$ cat src/rtl/fpflag_pkg.sv
package fpflag_pkg;
  parameter int CSR_W = 13;
  parameter int ST_W  = 13;

  localparam int B_EN  = 0;
  localparam int B_OVF = 4;
  localparam int B_UNF = 5;
  localparam int B_SNF = 6;
  localparam int B_QNF = 7;
  localparam int B_RSV = 8;
  localparam int B_IXF = 9;
  localparam int B_IVF = 10;
  localparam int B_INF = 11;
  localparam int B_DZF = 12;

  localparam int S_SNAN = 0;
  localparam int S_QNAN = 1;
  localparam int S_ISI  = 2;
  localparam int S_IDI  = 3;
  localparam int S_INV_LAST = 8;
  localparam int S_OVF  = 9;
  localparam int S_UNF  = 10;
  localparam int S_DIV0 = 11;
  localparam int S_INEX = 12;

  localparam logic [CSR_W-1:0] FLAG_MASK =
    (CSR_W'(1) << B_OVF) | (CSR_W'(1) << B_UNF) | (CSR_W'(1) << B_SNF) |
    (CSR_W'(1) << B_QNF) | (CSR_W'(1) << B_IXF) | (CSR_W'(1) << B_IVF) |
    (CSR_W'(1) << B_INF) | (CSR_W'(1) << B_DZF);
  localparam logic [CSR_W-1:0] WR_MASK = ~(CSR_W'(1) << B_RSV);
endpackage

$ cat src/rtl/fpflag_map.sv
module fpflag_map
  import fpflag_pkg::*;
(
  input  logic [ST_W-1:0]  status_i,
  output logic [CSR_W-1:0] flags_o
);
  always_comb begin
    flags_o        = '0;
    flags_o[B_IVF] = |status_i[S_INV_LAST:0];
    flags_o[B_SNF] = status_i[S_SNAN];
    flags_o[B_QNF] = status_i[S_QNAN];
    flags_o[B_INF] = status_i[S_ISI] | status_i[S_IDI];
    flags_o[B_OVF] = status_i[S_OVF];
    flags_o[B_UNF] = status_i[S_UNF];
    flags_o[B_DZF] = status_i[S_DIV0];
    flags_o[B_IXF] = status_i[S_INEX];
  end
endmodule

$ cat src/rtl/fpflag_csr.sv
module fpflag_csr
  import fpflag_pkg::*;
(
  input  logic             clk,
  input  logic             rst_n,
  input  logic             op_valid_i,
  input  logic [CSR_W-1:0] op_flags_i,
  input  logic             we_i,
  input  logic [CSR_W-1:0] wdata_i,
  output logic [CSR_W-1:0] csr_d_o,
  output logic             en_eff_o,
  output logic [CSR_W-1:0] csr_q_o
);
  logic [CSR_W-1:0] base;
  logic [CSR_W-1:0] csr_q;

  always_comb begin
    base     = we_i ? (wdata_i & WR_MASK) : csr_q;
    en_eff_o = base[B_EN];
    csr_d_o  = base;
    if (op_valid_i && en_eff_o)
      csr_d_o = base | (op_flags_i & FLAG_MASK);
  end

  always_ff @(posedge clk or negedge rst_n) begin
    if (!rst_n) csr_q <= '0;
    else        csr_q <= csr_d_o;
  end

  assign csr_q_o = csr_q;

  p_sticky_r7: assert property (@(posedge clk) disable iff (!rst_n)
    !$past(we_i) |-> ((csr_q & $past(csr_q) & FLAG_MASK) == ($past(csr_q) & FLAG_MASK)));
  p_disabled_hold_r8: assert property (@(posedge clk) disable iff (!rst_n)
    (!we_i && !csr_q[B_EN]) |=> (csr_q == $past(csr_q)));
  p_reserved_zero_r2: assert property (@(posedge clk) disable iff (!rst_n)
    csr_q[B_RSV] == 1'b0);
endmodule

$ cat src/rtl/fpflag_req.sv
module fpflag_req
  import fpflag_pkg::*;
#(
  parameter int ADDR_W = 32
) (
  input  logic              clk,
  input  logic              rst_n,
  input  logic              op_valid_i,
  input  logic              en_eff_i,
  input  logic [CSR_W-1:0]  csr_d_i,
  input  logic [ADDR_W-1:0] pc_i,
  output logic              req_o,
  output logic [ADDR_W-1:0] addr_o
);
  logic              req_d;
  logic              req_q;
  logic [ADDR_W-1:0] addr_q;

  always_comb begin
    req_d = op_valid_i && en_eff_i && ((csr_d_i & FLAG_MASK) != '0);
  end

  always_ff @(posedge clk or negedge rst_n) begin
    if (!rst_n) begin
      req_q  <= 1'b0;
      addr_q <= '0;
    end else begin
      req_q <= req_d;
      if (req_d) addr_q <= pc_i;
    end
  end

  assign req_o  = req_q;
  assign addr_o = addr_q;

  p_req_addr_r9: assert property (@(posedge clk) disable iff (!rst_n)
    req_q |-> (addr_q == $past(pc_i)));
  p_addr_hold_r11: assert property (@(posedge clk) disable iff (!rst_n)
    !$past(op_valid_i) |-> (!req_q && $stable(addr_q)));
endmodule

$ cat src/rtl/fpflag_accum.sv
module fpflag_accum
  import fpflag_pkg::*;
#(
  parameter int ADDR_W = 32
) (
  input  logic              clk,
  input  logic              rst_n,
  input  logic              op_valid_i,
  input  logic [ST_W-1:0]   op_status_i,
  input  logic [ADDR_W-1:0] prev_pc_i,
  input  logic              csr_we_i,
  input  logic [CSR_W-1:0]  csr_wdata_i,
  output logic [CSR_W-1:0]  csr_q_o,
  output logic              fpe_req_o,
  output logic [ADDR_W-1:0] fpe_addr_o
);
  logic [CSR_W-1:0] op_flags;
  logic [CSR_W-1:0] csr_d;
  logic             en_eff;

  fpflag_map u_map (
    .status_i (op_status_i),
    .flags_o  (op_flags)
  );

  fpflag_csr u_csr (
    .clk        (clk),
    .rst_n      (rst_n),
    .op_valid_i (op_valid_i),
    .op_flags_i (op_flags),
    .we_i       (csr_we_i),
    .wdata_i    (csr_wdata_i),
    .csr_d_o    (csr_d),
    .en_eff_o   (en_eff),
    .csr_q_o    (csr_q_o)
  );

  fpflag_req #(.ADDR_W(ADDR_W)) u_req (
    .clk        (clk),
    .rst_n      (rst_n),
    .op_valid_i (op_valid_i),
    .en_eff_i   (en_eff),
    .csr_d_i    (csr_d),
    .pc_i       (prev_pc_i),
    .req_o      (fpe_req_o),
    .addr_o     (fpe_addr_o)
  );

  p_req_has_flag_r9: assert property (@(posedge clk) disable iff (!rst_n)
    fpe_req_o |-> ((csr_q_o & FLAG_MASK) != '0));
  p_req_pulse_r9: assert property (@(posedge clk) disable iff (!rst_n)
    fpe_req_o |-> $past(op_valid_i));
  p_req_enabled_r8: assert property (@(posedge clk) disable iff (!rst_n)
    fpe_req_o |-> csr_q_o[B_EN]);
endmodule

$ cat config.mk
export PLATFORM = sky130hd
export DESIGN_NAME = fpflag_accum
export DESIGN_NICKNAME = d
export VERILOG_FILES = /design/src/rtl/fpflag_pkg.sv /design/src/rtl/fpflag_map.sv /design/src/rtl/fpflag_csr.sv /design/src/rtl/fpflag_req.sv /design/src/rtl/fpflag_accum.sv
export SDC_FILE = /design/constraint.sdc
export NUM_CORES = 1
export LEC_CHECK = 0
export ABC_AREA = 1
export CORE_MARGIN = 2
export CORE_UTILIZATION = 38
export DETAILED_ROUTE_END_ITERATION = 10
export GPL_TIMING_DRIVEN = 0
export PLACE_DENSITY_LB_ADDON = 0.15
export REMOVE_ABC_BUFFERS = 1
export SETUP_SLACK_MARGIN = 0.3
export SYNTH_ARGS = -nofsm -noshare
export SYNTH_HDL_FRONTEND = slang
export SYNTH_SLANG_ARGS = --single-unit
$ cat constraint.sdc
create_clock -name clk -period 1.8 [get_ports clk]
set_input_delay 0.18 -clock clk [delete_from_list [all_inputs] [get_ports clk]]
set_output_delay 0.18 -clock clk [all_outputs]
set_load 0.03 [all_outputs]
==> impl_table.tex <==
\begin{tabular}{lr}
\hline
Metric & Value \\
\hline
\multicolumn{2}{l}{\textbf{GRT}} \\
Aggregate global-route resource usage & between 20\% and 30\% \\
Global-route wire length before repair & roughly 9900 um \\
Number of global-route vias before repair & about 1900 \\
Maximum number of pins on one net before global-route repair & 38 \\
Initial antenna violation count & 0 \\
Total congestion overflow after global routing & 0 \\
\multicolumn{2}{l}{\textbf{Placed design}} \\
Number of port buffers & between 100 and 150 \\
Detailed placer's ending HPWL & between 3000 and 4000 um \\
Setup slack after placement & -2.04 ns \\
Global placement routability congestion & 0.736 \\
\multicolumn{2}{l}{\textbf{Die}} \\
Die Span Y & approximately 75 um \\
Number of placed I/O pins & $\sim$110 \\
Core Footprint & $\sim$0.0048 mm\^{}2 \\
Horiz. Die Dim & approximately 75 um \\
Area enclosed by the die boundary & between 0.005 and 0.006 mm\^{}2 \\
Num rows & 25 \\
Starting density of the core & roughly 40\% \\
\multicolumn{2}{l}{\textbf{Synth}} \\
XOR/XNOR share of the synthesized area & 0\% \\
Most used standard cells in the synthesized netlist & 91 x nand2\_1, 45 x dfrtp\_1, 40 x nand3\_1 \\
Post-synth EDFFs & 0 \\
Number of instances in the synthesized netlist & approximately 220 \\
Cell type contributing the most total cell area after synthesis & dfrtp\_1 \\
Most used standard cell by instance count after synthesis & nand2\_1 \\
Post-synthesis instance area & between 0.0015 and 0.002 mm\^{}2 \\
Per-instance average area after synthesis & just under 9 um\^{}2 \\
Simple-gate share of the synthesized area & between 30\% and 40\% \\
Mux cell area share after synthesis & 0.516\% \\
Proportion of register bits with asynchronous set or reset after synthesis & 100\% \\
Combinational family with the most area after synthesis & simple AND/OR/NAND/NOR gates \\
Synth cell types & 23 \\
Synth area leaders & dfrtp\_1 58\%, nand2\_1 18\%, nand3\_1 10\%, buf\_6 1.7\%, inv\_1 1.4\% \\
Main synth FF type & dfrtp\_1 \\
Complex-gate fraction of the synthesized area & under 10\% \\
Fraction of the yosys area taken by sequential cells & between 50\% and 60\% \\
Yosys warnings & 0 \\
Post-synthesis register bit count & 45 \\
Area fraction of the dominant cell type after synthesis & 58.1\% \\
Post-synthesis adder-cell area fraction & 0\% \\
\multicolumn{2}{l}{\textbf{STA}} \\
Max-slew headroom & $\sim$64\% \\
Clock skew & about 0.0062 ns \\
Min cycle time layout & between 1.5 and 2 ns \\
Transition time at the pin with the least slew margin & around 0.54 ns \\
Final worst-path cycle share & between 90\% and 100\% \\
Final hold slack & between 0.2 and 0.3 ns \\
Crit path setup slack, layout & 0.115 ns \\
Fmax & a little under 600 MHz \\
Setup repair after global routing missed its margin & true \\
Final count of hold timing violations & 0 \\
Final number of setup-violating endpoints & 0 \\
Max Transition Viols Final & 0 \\
\multicolumn{2}{l}{\textbf{Drt}} \\
Detail-routed net length per standard cell & around 15 um \\
Routed wire length & between 6000 and 7000 um \\
Detail-routed via count per cell & between 4 and 5 \\
Number of DRC markers in iteration 0 & a little under 90 \\
Overall via count from detail\_route & between 2000 and 2500 \\
Post-DRT Antenna Nets & 0 \\
DRC violations left & 0 \\
Number of iterations in the first detailed-routing pass & 4 \\
\multicolumn{2}{l}{\textbf{Final layout}} \\
Filler Cells Inserted & between 300 and 400 \\
Share of final-layout standard cells stronger than drive strength 1 & a little over 20\% \\
Synth-to-layout area growth & 90.8\% \\
Combined area of the multi-input logic cells & about 0.0010 mm\^{}2 \\
Diode count & 0 \\
Total area of sequential cells & 0.00113 mm\^{}2 \\
Final \#Nets & 413 \\
\multicolumn{2}{l}{\textbf{Clock network}} \\
Clock Sink Count & 45 \\
Clock buffer count from CTS & 5 \\
Longest Clk Path Bufs & 2 \\
Maximum level of the CTS H-tree & 2 \\
Clock latency at the later pin of the worst-skew pair & 0.29 ns \\
TritonCTS clock tree & yes \\
Cell at the root of the clock tree & clkbuf\_8 \\
Clock transition at the registers of the reported paths & approximately 0.08 ns \\
\multicolumn{2}{l}{\textbf{Worst setup path}} \\
Worst endpoint required time & a little under 2 ns \\
Maximum fanout along the worst path & 8 \\
Sort of element at the end of the critical path & flop \\
Worst Path Class, Setup & flop to flop \\
Signal arrival time at the worst endpoint & between 1.5 and 2 ns \\
Sort of element at the start of the critical path & flop \\
\multicolumn{2}{l}{\textbf{Power}} \\
Leakage power & 1.90 nW \\
Power, Total & just under 0.003 W \\
Maximum vdd drop & around 0.53 mV \\
Power density over the cells & a little under 800 mW/mm\^{}2 \\
\multicolumn{2}{l}{\textbf{Run status}} \\
Outcome & finished clean \\
\multicolumn{2}{l}{\textbf{Run}} \\
Number of violations of the max-capacitance limit & 0 \\
\multicolumn{2}{l}{\textbf{Min path}} \\
Class of the tightest hold or removal check & primary input to flop \\
\hline
\end{tabular}
[registers in the layout, summed over array words and instances (netlist names)]
name and count:
u_csr.csr_q_o 12, u_req.req_o 1, u_req.addr_o 32
[through the flow]
step / setup TNS (ns) / util, % / area, um^2 / cells
after floorplan: -28.13 / - / 1860 / 210
after global placement: -117.84 / 62.1 / 2990 / 382
after detailed placement: -68.30 / 62.5 / 3010 / 383
after CTS: 0 / 73.3 / 3530 / 413
after global routing: 0 / 76.8 / 3700 / 419
final: 0 / 76.8 / 3700 / 419
[final cells by class]
| type | count | area share, % |
|---|---|---|
| timing repair buffer | 127 | 35.9 |
| sequential | 45 | 30.5 |
| multi-input combinational | 164 | 28.3 |
| tap | 67 | 2.27 |
| clock buffer | 8 | 2.17 |
| inverter | 8 | 0.880 |
[metal layers]
layer | wire length [um] | up-vias | GRT usage, %
met2 | 3170 | 61 | 39.3
li1 | - | 971 | -
met3 | 347 | 9 | 4.37
met4 | 88 | 0 | 6.63
met5 | 0 | - | 0
met1 | 2760 | 975 | 31.8
[critical path: stages, from the launching register on]
cell and delay, ns:
dfrtp_1 0.42, nand2_4 0.11, nand2_8 0.09, nand3_1 0.08, nand2_1 0.09, nor2_1 0.13
and2_4 0.20, nand2_8 0.09, buf_12 0.15, buf_16 0.12, nand3_2 0.05, nand2_1 0.06
[kinds of logic (layout without fill, tap and decap cells)]
logic type	after synthesis	in the layout
compound gates	8	9
buf+inv	21	143
flops	45	45
mux	1	1
other cells	1	1
simple gates	147	153
[path summary, 6_finish.rpt]
kind	start	endpoint	slack (ns)	depth (start not counted)
worst max-delay path	u_csr.csr_q_o[0]$_DFF_PN0_	u_req.addr_o[12]$_DFFE_PN0P_	0.11	11
worst min-delay path	csr_we_i	u_csr.csr_q_o[3]$_DFFE_PN0P_	0.27	3
worst max register to register	u_csr.csr_q_o[0]$_DFF_PN0_	u_req.addr_o[12]$_DFFE_PN0P_	0.11	11
worst min register to register	u_csr.csr_q_o[2]$_DFFE_PN0P_	u_csr.csr_q_o[2]$_DFFE_PN0P_	0.47	2
max in group asynchronous	rst_n	u_req.addr_o[22]$_DFFE_PN0P_	1.06	3
min in group asynchronous	rst_n	u_csr.csr_q_o[5]$_DFF_PN0_	0.28	2
[cell usage in the layout (no fill, tap or decap), types with 3 or more instances in the layout]
cell,count
nand2_2,5
nand2_4,3
nand3_2,12
buf_12,6
dfrtp_1,45
nand2_1,83
nand3_4,3
nor2_1,3
inv_1,6
nand3_1,25
dlymetal6s2s_1,17
nand2_8,9
clkdlybuf4s50_1,56
dlygate4sd2_1,30
or2_0,3
clkbuf_8,5
buf_4,9
clkbuf_1,3
buf_6,5
[where the power goes]
group	switching [W]	total, W	internal (W)
clock	0.000315	0.000591	0.000276
combinational	0.000643	0.00107	0.000432
sequential	0.0000799	0.00125	0.00117
total	0.00104	0.00291	0.00187
[what timing repair did]
| item | in CTS | in global routing |
|---|---|---|
| gates cloned | 8 | 0 |
| hold endpoints to repair | 8 | 0 |
| hold buffers | 1 | 0 |
| pin swaps | 27 | 15 |
| buffers inserted | 13 | 6 |
| resized for setup | 81 | 37 |
| endpoints found under the setup margin | 70 | 48 |
Power figures use the tool's default switching activity.
